$ cat src/rtl/ocu_pkg.sv
// Shared encodings for the compare channel: update modes and write addresses.
package ocu_pkg;
    typedef enum logic [1:0] {
        UPD_DIRECT    = 2'd0,
        UPD_AT_TOP    = 2'd1,
        UPD_AT_BOTTOM = 2'd2,
        UPD_DIRECT_B  = 2'd3
    } upd_mode_e;

    localparam logic [1:0] ADR_LO   = 2'd0;
    localparam logic [1:0] ADR_HI   = 2'd1;
    localparam logic [1:0] ADR_FLAG = 2'd2;
    localparam logic [1:0] ADR_CTRL = 2'd3;
endpackage

$ cat src/rtl/ocu_compare.sv
// Equality comparator between counter value and active compare value.
// Assumes both operands are the same width; purely combinational.
module ocu_compare #(
    parameter int CMP_W = 16
) (
    input  logic [CMP_W-1:0] cnt_i,
    input  logic [CMP_W-1:0] ref_i,
    output logic             eq_o
);
    // Combinational equality decision.
    always_comb begin
        eq_o = (cnt_i == ref_i);
    end
endmodule

$ cat src/rtl/ocu_regfile.sv
// Holds the temporary high byte, the write buffer, the active compare value,
// the registered update mode and the interrupt enable.
// Assumes byte writes arrive one per cycle on wr_en; reset is synchronous active-low.
module ocu_regfile
    import ocu_pkg::*;
#(
    parameter int BUS_W = 8,
    localparam int CMP_W = 2 * BUS_W
) (
    input  logic             clk,
    input  logic             rst_n,
    input  logic             tick_en,
    input  logic             at_top,
    input  logic             at_bottom,
    input  logic [1:0]       upd_mode,
    input  logic             wr_en,
    input  logic [1:0]       wr_sel,
    input  logic [BUS_W-1:0] wr_data,
    output logic [CMP_W-1:0] active_o,
    output logic             ien_o
);
    logic [BUS_W-1:0] temp_q;
    logic [CMP_W-1:0] buf_q;
    logic [CMP_W-1:0] active_q;
    upd_mode_e        mode_q;
    logic             commit;
    logic             is_direct;
    logic             load_now;

    // Decode the commit strobe and the buffered load condition.
    always_comb begin
        commit    = wr_en && (wr_sel == ADR_LO);
        is_direct = (mode_q != UPD_AT_TOP) && (mode_q != UPD_AT_BOTTOM);
        load_now  = tick_en && (((mode_q == UPD_AT_TOP) && at_top) ||
                                ((mode_q == UPD_AT_BOTTOM) && at_bottom));
    end

    // Register the mode so that a change applies from the next cycle.
    always_ff @(posedge clk) begin
        if (!rst_n) mode_q <= UPD_DIRECT;
        else        mode_q <= upd_mode_e'(upd_mode);
    end

    // Temporary high byte and control enable.
    always_ff @(posedge clk) begin
        if (!rst_n) begin
            temp_q <= '0;
            ien_o  <= 1'b0;
        end else if (wr_en) begin
            if (wr_sel == ADR_HI)   temp_q <= wr_data;
            if (wr_sel == ADR_CTRL) ien_o  <= wr_data[0];
        end
    end

    // The buffer takes every committed 16-bit value.
    always_ff @(posedge clk) begin
        if (!rst_n)      buf_q <= '0;
        else if (commit) buf_q <= {temp_q, wr_data};
    end

    // Active value: direct commit, or a load from the buffer at TOP/BOTTOM.
    always_ff @(posedge clk) begin
        if (!rst_n)                  active_q <= '0;
        else if (is_direct && commit) active_q <= {temp_q, wr_data};
        else if (load_now)           active_q <= buf_q;
    end

    assign active_o = active_q;

    // a buffered-at-TOP channel keeps its value between TOP ticks
    p_hold_top_r7: assert property (@(posedge clk) disable iff (!rst_n)
        (mode_q == UPD_AT_TOP && !(tick_en && at_top)) |=> $stable(active_q));

    // a BOTTOM tick loads the previous buffer contents
    p_bottom_load_r8: assert property (@(posedge clk) disable iff (!rst_n)
        (mode_q == UPD_AT_BOTTOM && tick_en && at_bottom) |=> (active_q == $past(buf_q)));

    // a direct-mode commit is visible after one edge
    p_direct_write_r9: assert property (@(posedge clk) disable iff (!rst_n)
        (mode_q == UPD_DIRECT && commit) |=> (active_q == $past({temp_q, wr_data})));
endmodule

$ cat src/rtl/ocu_flag.sv
// Sticky compare flag with tick-qualified set, acknowledge and software clear,
// and interrupt request gating. Set takes priority over clear.
// Assumes synchronous active-low reset.
module ocu_flag (
    input  logic clk,
    input  logic rst_n,
    input  logic tick_en,
    input  logic match_i,
    input  logic irq_ack,
    input  logic sw_clr,
    input  logic ien_i,
    output logic flag_o,
    output logic irq_o
);
    logic set_ev;
    logic clr_ev;

    // Set and clear events for this cycle.
    always_comb begin
        set_ev = tick_en && match_i;
        clr_ev = irq_ack || sw_clr;
    end

    // Flag register, set wins over clear.
    always_ff @(posedge clk) begin
        if (!rst_n)      flag_o <= 1'b0;
        else if (set_ev) flag_o <= 1'b1;
        else if (clr_ev) flag_o <= 1'b0;
    end

    // Interrupt request gated by the enable.
    always_comb begin
        irq_o = flag_o && ien_i;
    end

    // a ticked match sets the flag after one edge
    p_flag_set_r2: assert property (@(posedge clk) disable iff (!rst_n)
        set_ev |=> flag_o);

    // with no ticked match a clear flag stays clear
    p_no_spurious_r2: assert property (@(posedge clk) disable iff (!rst_n)
        (!set_ev && !flag_o) |=> !flag_o);

    // a clear without a competing set empties the flag
    p_flag_clear_r4: assert property (@(posedge clk) disable iff (!rst_n)
        (clr_ev && !set_ev) |=> !flag_o);
endmodule

$ cat src/rtl/ocu_channel.sv
// Top of the compare channel: register file, comparator and flag logic.
// Assumes the counter, its TOP/BOTTOM strobes and tick enable are driven externally.
module ocu_channel
    import ocu_pkg::*;
#(
    parameter int BUS_W = 8,
    localparam int CMP_W = 2 * BUS_W
) (
    input  logic             clk,
    input  logic             rst_n,
    input  logic             tick_en,
    input  logic [CMP_W-1:0] cnt_val,
    input  logic             at_top,
    input  logic             at_bottom,
    input  logic [1:0]       upd_mode,
    input  logic             wr_en,
    input  logic [1:0]       wr_sel,
    input  logic [BUS_W-1:0] wr_data,
    input  logic             irq_ack,
    output logic             match_o,
    output logic             flag_o,
    output logic             irq_o,
    output logic [CMP_W-1:0] top_val_o
);
    logic [CMP_W-1:0] active;
    logic             ien;
    logic             sw_clr;

    // Software clear strobe: write one to bit 0 of the flag address.
    always_comb begin
        sw_clr = wr_en && (wr_sel == ADR_FLAG) && wr_data[0];
    end

    ocu_regfile #(.BUS_W(BUS_W)) u_regs (
        .clk(clk), .rst_n(rst_n), .tick_en(tick_en),
        .at_top(at_top), .at_bottom(at_bottom), .upd_mode(upd_mode),
        .wr_en(wr_en), .wr_sel(wr_sel), .wr_data(wr_data),
        .active_o(active), .ien_o(ien)
    );

    ocu_compare #(.CMP_W(CMP_W)) u_cmp (
        .cnt_i(cnt_val), .ref_i(active), .eq_o(match_o)
    );

    ocu_flag u_flag (
        .clk(clk), .rst_n(rst_n), .tick_en(tick_en), .match_i(match_o),
        .irq_ack(irq_ack), .sw_clr(sw_clr), .ien_i(ien),
        .flag_o(flag_o), .irq_o(irq_o)
    );

    assign top_val_o = active;

    // a match only ever reports equal operands
    p_match_eq_r1: assert property (@(posedge clk) disable iff (!rst_n)
        match_o |-> (cnt_val == top_val_o));

    // no interrupt request without a set flag
    p_irq_needs_flag_r3: assert property (@(posedge clk) disable iff (!rst_n)
        irq_o |-> flag_o);

    // set and clear together leave the flag set
    p_set_wins_r6: assert property (@(posedge clk) disable iff (!rst_n)
        (tick_en && match_o && (irq_ack || sw_clr)) |=> flag_o);
endmodule

$ cat config.mk
export PLATFORM = sky130hd
export DESIGN_NAME = ocu_channel
export DESIGN_NICKNAME = d
export VERILOG_FILES = /design/src/rtl/ocu_pkg.sv /design/src/rtl/ocu_compare.sv /design/src/rtl/ocu_regfile.sv /design/src/rtl/ocu_flag.sv /design/src/rtl/ocu_channel.sv
export SDC_FILE = /design/constraint.sdc
export NUM_CORES = 1
export LEC_CHECK = 0
export BUFFER_PORTS_ARGS = -buffer_cell sky130_fd_sc_hd__buf_2
export CORE_UTILIZATION = 25
export DETAILED_ROUTE_END_ITERATION = 6
export PLACE_DENSITY_LB_ADDON = 0.05
export SKIP_CTS_REPAIR_TIMING = 1
export SLEW_MARGIN = 20
export SYNTH_ARGS = -nofsm -noshare
export SYNTH_HDL_FRONTEND = slang
export SYNTH_SLANG_ARGS = --single-unit
$ cat constraint.sdc
create_clock -name clk -period 2.72 [get_ports clk]
set_clock_uncertainty 0.15 [all_clocks]
set_input_delay 0.272 -clock clk [delete_from_list [all_inputs] [get_ports clk]]
set_output_delay 0.272 -clock clk [all_outputs]
set_load 0.02 [all_outputs]
==> reports/metrics.yaml, run 1 <==
run_status:
  outcome: "finished, final reports clean"
synthesis:
  async_flop_share_pct: 0
  yosysMostFrequentCell: "nand2_1"
  synth_area_per_cell_um2: 8.70
  synth.cell_area_um2: 1990
  yosysTopAreaCell: "dfxtp_1"
  synth_cells: 229
  ys_seq_area_share_pct: 44.2
  yosys_warnings: 0
  yosys-top-cells-count: "nand2_1, dfxtp_1, a31oi_1, xnor2_1, o21ai_1"
  ys_types: 27
  synth_seq_cells: 44
  synth_ff_type: "dfxtp_1"
  synth_top_area_share_pct: 44.2
  synth_area_leaders: "dfxtp_1, nand2_1, xnor2_1"
  synth_nets: 266
  synth_edf_count: 0
route:
  first_pass_iters: 4
  postRouteAntennaNets: 0
  drt-total-wl_um: 5010
  m1WireLength_um: 2600
  dr_wl_met2_um: 2150
  route.detailed.drc: 0
  vias: 1630
  wire_per_inst_um: 13.3
  wl_met3_um: 192
  drt_iter0_markers: 49
  highest_layer: "met4"
  viasPerCell: 4.32
critical_path:
  cpMaxStageDelayCell: "nor4_2"
  cp_num_buf_inv: 1
  worstPathRequired_ps: 2300
  rrSetupSlack_ps: 950
  path_class: "reg -> out"
  reg2reg_depth: 6
  cp_max_fo: 3
  critPathTopFamily: "simple AND/OR/NAND/NOR gates"
  crit_path_cell_trace: "xnor2_1 -> nand4_1 -> nor4_2 -> buf_2"
  arrival_ps: 1640
  critical_path.startpoint_type: "register"
  endpoint_kind: "output port"
  path_depth: 4
  critPathMaxStageDelay_ps: 380
finish:
  regArea_um2: 881
  layout-drive-gt1-share_pct: 22.9
  fillCellCount: 848
  fin_cells: 377
  area_delta_synth_final_pct: 19.0
  fin_nets: 312
  antenna_cells: 0
  final_area_um2: 2370
  multi_input_area_um2: 1000
power:
  leakage_nw: 0.934
  p_seq_share_pct: 55.0
  intPower_w: 0.000911
  vdd_ir_drop_max_v: 0.000175
  combPwrFrac_pct: 13.0
  share_clk_of_total_power_pct: 32.1
  p_sw_w: 0.000329
  p_sw_share_pct: 26.5
  cellPowerDensity_nw_per_um2: 523
job:
  cap_violations: 0
sta:
  min_period_ps: 2060
  max_freq_ghz: 0.484
  hold_viol: 0
  tns_ps: 0
  holdWs_ps: 30.6
  setup_viol: 0
  drv_slew: 0
  worst_slack_ps: 656
  period_share_pct: 75.9
  slew_headroom_pct: 54.1
  tightestPinTransition_ps: 688
  rsz0062_at_grt: "no"
clocking:
  clkTransAtPathRegs_ps: 80
  htreeDepth: 2
  clock_latency_ps: 300
  cts_buffers: 5
  tritoncts: "yes"
  clockBufferDepth: 2
  cts-root-buf: "clkbuf_8"
  cts_sinks: 44
placed_design:
  io_buffers: 53
  dp_cells: 370
  pre_cts_ws_ps: 904
  place_congestion: 0.680
  placed_cell_area_um2: 2290
  place_hpwl_um: 3410
die:
  ios: 54
  dieArea_um2: 8330
  rows: 32
  die_x_um: 91.3
  die_h_um: 91.3
  core_um2: 7730
  start_util_pct: 25.8
grt:
  grt_pass1_wl_um: 8140
  grt_max_degree: 46
  antenna_found_initial: 0
  grt_pass1_vias: 1534
  overflow: 0
  grt_util_all_layers_pct: 12.7
worst_hold_path:
  hold_class: "in -> reg"
  holdPathStages: 2
-- final cells by class --
class | instances | share of cell area, %
Tap cell | 102 | 5.38
Clock buffer | 6 | 3.06
Timing Repair Buffer | 54 | 11.5
Inverter | 2 | 0.317
Sequential cell | 44 | 37.2
Clock inverter | 1 | 0.211
Multi-Input combinational cell | 168 | 42.4
-- sequential cells by signal, indices dropped and copies added (netlist names) --
signal	flops
u_regs.ien_o	1
u_flag.flag_o	1
u_regs.active_o	16
u_regs.mode_q	2
u_regs.buf_q	16
u_regs.temp_q	8
-- metrics by stage --
step                total power, W  utilization (%)
floorplan                 0.000799                -
global placement          0.000862             29.7
detailed placement        0.000862             29.7
CTS                        0.00127             30.7
global route               0.00131             30.7
finish                     0.00124             30.7
-- power by group through the flow --
stage,Combinational (W),Sequential [W],Clock (W)
6_report,0.000161,0.000682,0.000398
5_1_grt,0.000180,0.000685,0.000441
4_1_cts,0.000165,0.000683,0.000418
3_5_place_dp,0.000164,0.000697,0
3_3_place_gp,0.000164,0.000698,0
2_1_floorplan,0.0000914,0.000708,0
-- cells by family (layout without fill, tap and decap cells) --
group	after synthesis	after routing	synth area share, %
AOI/OAI and AO/OA	50	50	16.0
xor gates and xnor gates	16	16	7.03
adders and majority gates	2	2	1.26
buffers and inverters	17	63	5.40
DFF	44	44	44.2
muxes	9	9	4.52
and+or+nand+nor	91	91	21.6
-- worst reg2reg max path, cell delays in order, from the launching register on --
cell	delay [ps]
dfxtp_1	340
inv_1	50
ha_1	180
a22o_1	210
nand2_1	470
nand2_1	110
a31oi_1	200
-- cells in the final DEF, fill, tap and decap left out, types with 2 or more instances in the layout --
master    synthesis  final
nand2_1          66     66
xnor2_1          16     16
mux2i_1           9      9
o21ai_0           2      2
a31oi_1          16     16
nand4_1           4      4
clkbuf_8          0      5
a21boi_1         10     10
a21boi_0          6      6
buf_2             5     53
nor2b_1           9      9
o21ai_1          14     14
ha_1              2      2
and2_1            4      4
inv_1             2      2
dfxtp_1          44     44
-- worst paths after layout --
| path | startpoint | end |
|---|---|---|
| worst max-delay path | u_regs.active_o[4]$_SDFFE_PN0P_ | match_o |
| worst max register to register | u_regs.mode_q[0]$_SDFF_PN0_ | u_regs.active_o[6]$_SDFFE_PN0P_ |
| worst min register to register | u_regs.buf_q[11]$_SDFFE_PN0N_ | u_regs.buf_q[11]$_SDFFE_PN0N_ |
| worst min-delay path | upd_mode[1] | u_regs.mode_q[1]$_SDFF_PN0_ |
-- routing by layer --
| metal | vias up | track usage, % |
|---|---|---|
| li1 | 861 | - |
| met1 | 726 | 17.4 |
| met2 | 37 | 19.6 |
| met3 | 6 | 2.85 |
| met4 | 0 | 4.37 |
| met5 | - | 0 |
Note: power is estimated with default switching activity, not from simulation.
==> inputs of run 2 (changes only) <==
- ABC_AREA: unset -> 1
- clock period: 2.72 -> 2.1 ns (I/O delays scaled with it)
==> run 2 against run 1 <==
Register-to-register slack worse by 550 ps. Count of clock-buffer cells in the layout unchanged. Core utilization increased by 1.8 points. Critical path type unchanged. Largest power group unchanged. Highest routed layer unchanged.
==> reports/metrics.yaml, run 2 <==
placed_design:
  pre_cts_ws_ps: 419  # -485 ps
  place_congestion: 0.703  # +3.3%
  place_hpwl_um: 4160  # +22%
  placed_cell_area_um2: 2430  # +6.1%
  io_buffers: 53  # unchanged
grt:
  grt_util_all_layers_pct: 13.6  # +0.92 points
  grt_max_degree: 29  # -37%
  grt_pass1_wl_um: 9190  # +13%
  overflow: 0  # unchanged
  antenna_found_initial: 0  # unchanged
  grt_pass1_vias: 1827  # +19%
synthesis:
  yosys-top-cells-count: "nand2_1, dfxtp_1, inv_1"
  synth_ff_type: "dfxtp_1"
  async_flop_share_pct: 0  # unchanged
  ys_seq_area_share_pct: 42.2  # -2.0 points
  synth_seq_cells: 44  # unchanged
  ys_types: 25  # -7.4%
  synth_edf_count: 0  # unchanged
  synth_area_leaders: "dfxtp_1, nand2_1, inv_1"
  yosysTopAreaCell: "dfxtp_1"
  synth_cells: 301  # +31%
  synth_area_per_cell_um2: 6.93  # -20%
  synth_top_area_share_pct: 42.2  # -2.0 points
  yosysMostFrequentCell: "nand2_1"
  yosys_warnings: 0  # unchanged
  synth.cell_area_um2: 2090  # +4.6%
  synth_nets: 338  # +27%
clocking:
  tritoncts: "yes"
  clockBufferDepth: 2  # unchanged
  clock_latency_ps: 290  # about the same
  htreeDepth: 2  # unchanged
  cts_sinks: 44  # unchanged
  clkTransAtPathRegs_ps: 80  # about the same
  cts_buffers: 5  # unchanged
  cts-root-buf: "clkbuf_8"
worst_hold_path:
  holdPathStages: 3  # +1
  hold_path_end: "u_flag.flag_o$_SDFFE_PN0P_"
  min_from: "irq_ack"
  hold_class: "in -> reg"
critical_path:
  worstReg2RegEnd: "u_regs.active_o[6]$_SDFFE_PN0P_"
  cp_max_fo: 4  # +1
  rrSetupSlack_ps: 400  # -550 ps
  r2r_start: "u_regs.mode_q[0]$_SDFF_PN0_"
  reg2reg_depth: 9  # +3
  critical_path.startpoint_type: "register"
  endpoint_kind: "output port"
  path_class: "reg -> out"
  worstPathRequired_ps: 1740  # -560 ps
  arrival_ps: 1510  # -130 ps
die:
  ios: 54  # unchanged
  die_x_um: 93.3  # +2.2%
  start_util_pct: 26.4  # +0.65 points
  dieArea_um2: 8710  # +4.5%
  core_um2: 7890  # +2.1%
  die_h_um: 93.3  # +2.2%
  rows: 32  # unchanged
sta:
  holdWs_ps: 23.1  # -7.55 ps
  max_freq_ghz: 0.535
  slew_headroom_pct: 64.8  # +11 points
  tns_ps: 0  # unchanged
  tightestPinTransition_ps: 527  # -162 ps
  period_share_pct: 89.0
  hold_viol: 0  # unchanged
  rsz0062_at_grt: "no"
  worst_slack_ps: 231  # -425 ps
  drv_slew: 0  # unchanged
  min_period_ps: 1870
  setup_viol: 0  # unchanged
route:
  drt_iter0_markers: 138  # +180%
  postRouteAntennaNets: 0  # unchanged
  route.detailed.drc: 0  # unchanged
  drt-total-wl_um: 5420  # +8.2%
  wire_per_inst_um: 11.8  # -11%
  viasPerCell: 4.27  # -1.2%
  first_pass_iters: 4  # unchanged
  vias: 1956  # +20%
finish:
  area_delta_synth_final_pct: 22.8
  fin_nets: 392  # +26%
  layout_commonest_cell: "nand2_1"
  layout_common_cells: "nand2_1, buf_2, inv_1, dfxtp_1, nor2_1"
  fin_util_pct: 32.5  # +1.8 points
  layout-drive-gt1-share_pct: 19.7  # -3.2 points
  antenna_cells: 0  # unchanged
  final_area_um2: 2560  # +8.0%
power:
  p_sw_share_pct: 25.3  # -1.2 points
  intPower_w: 0.00130  # +43%
  leakage_nw: 1.18  # +26%
  p_seq_share_pct: 51.2  # -3.8 points
  vdd_ir_drop_max_v: 0.000202  # +15%
  combPwrFrac_pct: 12.3  # -0.7 points
  cellPowerDensity_nw_per_um2: 681  # +30%
  share_clk_of_total_power_pct: 36.6  # +4.5 points
  p_sw_w: 0.000442  # +34%
run_status:
  outcome: "finished, final reports clean"
job:
  cap_violations: 0  # unchanged
-- run 2: stage by stage --
stage               cells  power (W)
floorplan             301    0.00105
global placement      448    0.00113
detailed placement    448    0.00113
CTS                   456    0.00177
global route          458    0.00185
finish                458    0.00175
-- run 2: cell type report --
type	instances	area, um^2
clock buffer	6	72.6
clock inverter	2	35.0
fill	898	5330
inverter	48	193
multi-input combinational	198	945
sequential	44	881
tap	102	128
timing repair buffer	58	308
-- run 2: worst max-delay path by stage --
stage	startpoint	end	slack, ps	depth (start not counted)
global placement	u_regs.mode_q[0]$_SDFF_PN0_	u_regs.active_o[5]$_SDFFE_PN0P_	420	9
finish	u_regs.active_o[2]$_SDFFE_PN0P_	match_o	230	7
CTS	u_regs.active_o[2]$_SDFFE_PN0P_	match_o	190	7
detailed placement	u_regs.mode_q[0]$_SDFF_PN0_	u_regs.active_o[6]$_SDFFE_PN0P_	420	9
floorplan	u_regs.active_o[12]$_SDFFE_PN0P_	match_o	250	6
global route	u_regs.active_o[6]$_SDFFE_PN0P_	match_o	40	7
-- run 2: per-layer routing --
| metal | GRT usage (%) | wire length (um) |
|---|---|---|
| met1 | 19.0 | 2800 |
| met2 | 20.8 | 2240 |
| met3 | 3.41 | 319 |
| met4 | 3.85 | 65 |
| met5 | 0 | 0 |
-- run 2: cell families after synthesis --
logic type / after synthesis / share of synthesized area (%)
compound gates: 65 / 16.8
xor+xnor: 1 / 0.420
fa+ha+maj: 2 / 1.20
buf+inv: 59 / 12.5
flops: 44 / 42.2
simple gates: 130 / 26.9
-- run 2: power by group through the flow --
| stage | registers (W) | logic (W) | clock network [W] |
|---|---|---|---|
| final | 0.000893 | 0.000214 | 0.000638 |
| after global routing | 0.000899 | 0.000246 | 0.000704 |
| after CTS | 0.000894 | 0.000216 | 0.000664 |
| after detailed placement | 0.000914 | 0.000215 | 0 |
| after global placement | 0.000914 | 0.000215 | 0 |
| after floorplan | 0.000915 | 0.000130 | 0 |
-- run 2: worst max-delay path: stages (launching register included) --
cell     delay [ps]
dfxtp_1         390
inv_1            50
nand2_1          50
nand2_1          50
nor2_1          120
nand2_1          80
nor4_1          250
buf_2           210
==> inputs of run 3 (changes only) <==
- BUFFER_PORTS_ARGS: -buffer_cell sky130_fd_sc_hd__buf_2 -> -buffer_cell sky130_fd_sc_hd__clkbuf_2
- CORE_MARGIN: unset -> 3
==> run 3 against run 2 <==
Critical path depth stayed put. Combinational power hardly changed. Flip-flop and latch count stayed put. Register-to-register slack better by 20 ps. Via count is 0.15% higher. First-iteration DRC count is 45% lower. Global-route usage is 1.8 points lower. Fmax is 0.13% lower.
==> reports/metrics.yaml, run 3 (synthesized netlist as in run 2, its figures left out) <==
finish:
  layout_commonest_cell: "nand2_1"
  fin_nets: 391  # -0.26%
  antenna_cells: 0  # unchanged
  layout_common_cells: "nand2_1, clkbuf_2, inv_1, dfxtp_1, nor2_1"
  fillCellCount: 907  # +1.0%
  fin_util_pct: 32.2  # -0.26 points
  area_delta_synth_final_pct: 22.4
  layout-drive-gt1-share_pct: 19.4  # -0.23 points
sta:
  rsz0062_at_grt: "no"
  min_period_ps: 1870  # +2.45 ps
  hold_viol: 0  # unchanged
  tightestPinTransition_ps: 495  # -31.4 ps
  slew_headroom_pct: 66.9  # +2.1 points
  worst_slack_ps: 228  # -2.45 ps
  tns_ps: 0  # unchanged
  drv_slew: 0  # unchanged
  setup_viol: 0  # unchanged
  max_freq_ghz: 0.534  # -0.13%
  period_share_pct: 89.1  # +0.12 points
die:
  dieArea_um2: 9480  # +8.8%
  core_um2: 7930  # +0.51%
  rows: 32  # unchanged
  ios: 54  # unchanged
  die_x_um: 97.3  # +4.3%
  start_util_pct: 26.3  # -0.13 points
  die_h_um: 97.3  # +4.3%
critical_path:
  critPathTopFamily: "simple AND/OR/NAND/NOR gates"
  endpoint_kind: "output port"
  cpMaxStageDelayCell: "dfxtp_1"
  crit_path_cell_trace: "inv_1 -> nand2_1 -> nand2_1 -> nor2_1 -> nand2_1 -> nor4_1 -> clkbuf_2"
  worstPathRequired_ps: 1740  # about the same
  critPathMaxStageDelay_ps: 380  # about the same
  critical_path.startpoint_type: "register"
  critical_path.startpoint: "u_regs.active_o[2]$_SDFFE_PN0P_"
  critPathMostFrequentCell: "nand2_1"
  arrival_ps: 1510  # about the same
  cp_num_buf_inv: 2  # unchanged
  cp_max_fo: 4  # unchanged
  r2r_start: "u_regs.mode_q[0]$_SDFF_PN0_"
  path_class: "reg -> out"
placed_design:
  place_hpwl_um: 4400  # +5.8%
  pre_cts_ws_ps: 440  # +21.4 ps
  io_buffers: 53  # unchanged
  place_congestion: 0.752  # +6.9%
grt:
  antenna_found_initial: 0  # unchanged
  overflow: 0  # unchanged
  met1_usage_pct: 16.3  # -2.7 points
  grt_use_met3_pct: 2.73  # -0.69 points
  grt_pass1_wl_um: 9090  # -1.1%
  gr-max-usage-layer: "met2"
  use_met2_pct: 18.6  # -2.2 points
  grt_pass1_vias: 1832  # +0.27%
  grt_util_all_layers_pct: 11.9  # -1.8 points
  grt_max_degree: 29  # unchanged
power:
  cellPowerDensity_nw_per_um2: 685  # +0.51%
  vdd_ir_drop_max_v: 0.000294  # +46%
  leakage_nw: 1.17  # -1.3%
route:
  drt-total-wl_um: 5530  # +1.9%
  postRouteAntennaNets: 0  # unchanged
  viasPerCell: 4.29  # +0.37%
  vias: 1959  # +0.15%
  route.detailed.drc: 0  # unchanged
  first_pass_iters: 5  # +1
  wire_per_inst_um: 12.1  # +2.1%
  drt_iter0_markers: 76  # -45%
job:
  cap_violations: 0  # unchanged
clocking:
  htreeDepth: 2  # unchanged
  cts_sinks: 44  # unchanged
  cts-root-buf: "clkbuf_8"
  cts_buffers: 5  # unchanged
  clockBufferDepth: 2  # unchanged
  tritoncts: "yes"
  clkTransAtPathRegs_ps: 90  # about the same
  clock_latency_ps: 300  # about the same
run_status:
  outcome: "finished, final reports clean"
worst_hold_path:
  min_from: "wr_data[3]"
  hold_class: "in -> reg"
run 3: power by group:
group | total, W | internal (W) | leakage (nW) | switching [W]
registers | 0.000895 | 0.000869 | 0.359 | 0.0000263
clock network | 0.000643 | 0.000353 | 0.0552 | 0.000289
logic | 0.000211 | 0.0000802 | 0.752 | 0.000131
run 3: layout make-up:
cell class	count	area (um^2)	share of cell area (%)
inverters	48	193	7.55
clock buffers	6	72.6	2.84
clock inverters	2	35.0	1.37
well taps	102	128	5.00
repair buffers	57	300	11.8
flip-flops and latches	44	881	34.5
multi-input cells	198	945	37.0
run 3: final timing paths:
check	endpoint	slack (ps)	cells after the start
worst max-delay path	match_o	230	7
worst min-delay path	u_regs.buf_q[3]$_SDFFE_PN0N_	20	3
worst max register to register	u_regs.active_o[6]$_SDFFE_PN0P_	420	9
worst min register to register	u_regs.ien_o$_SDFFE_PN0P_	300	2
run 3: tightest hold or removal path, cell delays in order:
cell      delay (ps)
clkbuf_2          90
inv_1             70
a21oi_1           60
run 3: per-layer routing:
layer | part of all wire [%] | vias to the layer above
met2 | 42 | 57
met5 | 0 | -
met4 | 1.3 | 0
met1 | 51 | 831
li1 | - | 1066
met3 | 5.5 | 5
run 3: metrics by stage:
step / hold slack [ps] / total power (W) / instance area [um^2] / instances
after global routing: 43.3 / 0.00183 / 2550 / 457
after detailed placement: 243 / 0.00113 / 2430 / 447
after floorplan: 158 / 0.00105 / 2090 / 301
after CTS: -66.8 / 0.00177 / 2530 / 455
after global placement: 243 / 0.00113 / 2430 / 447
final: 19.8 / 0.00175 / 2550 / 457
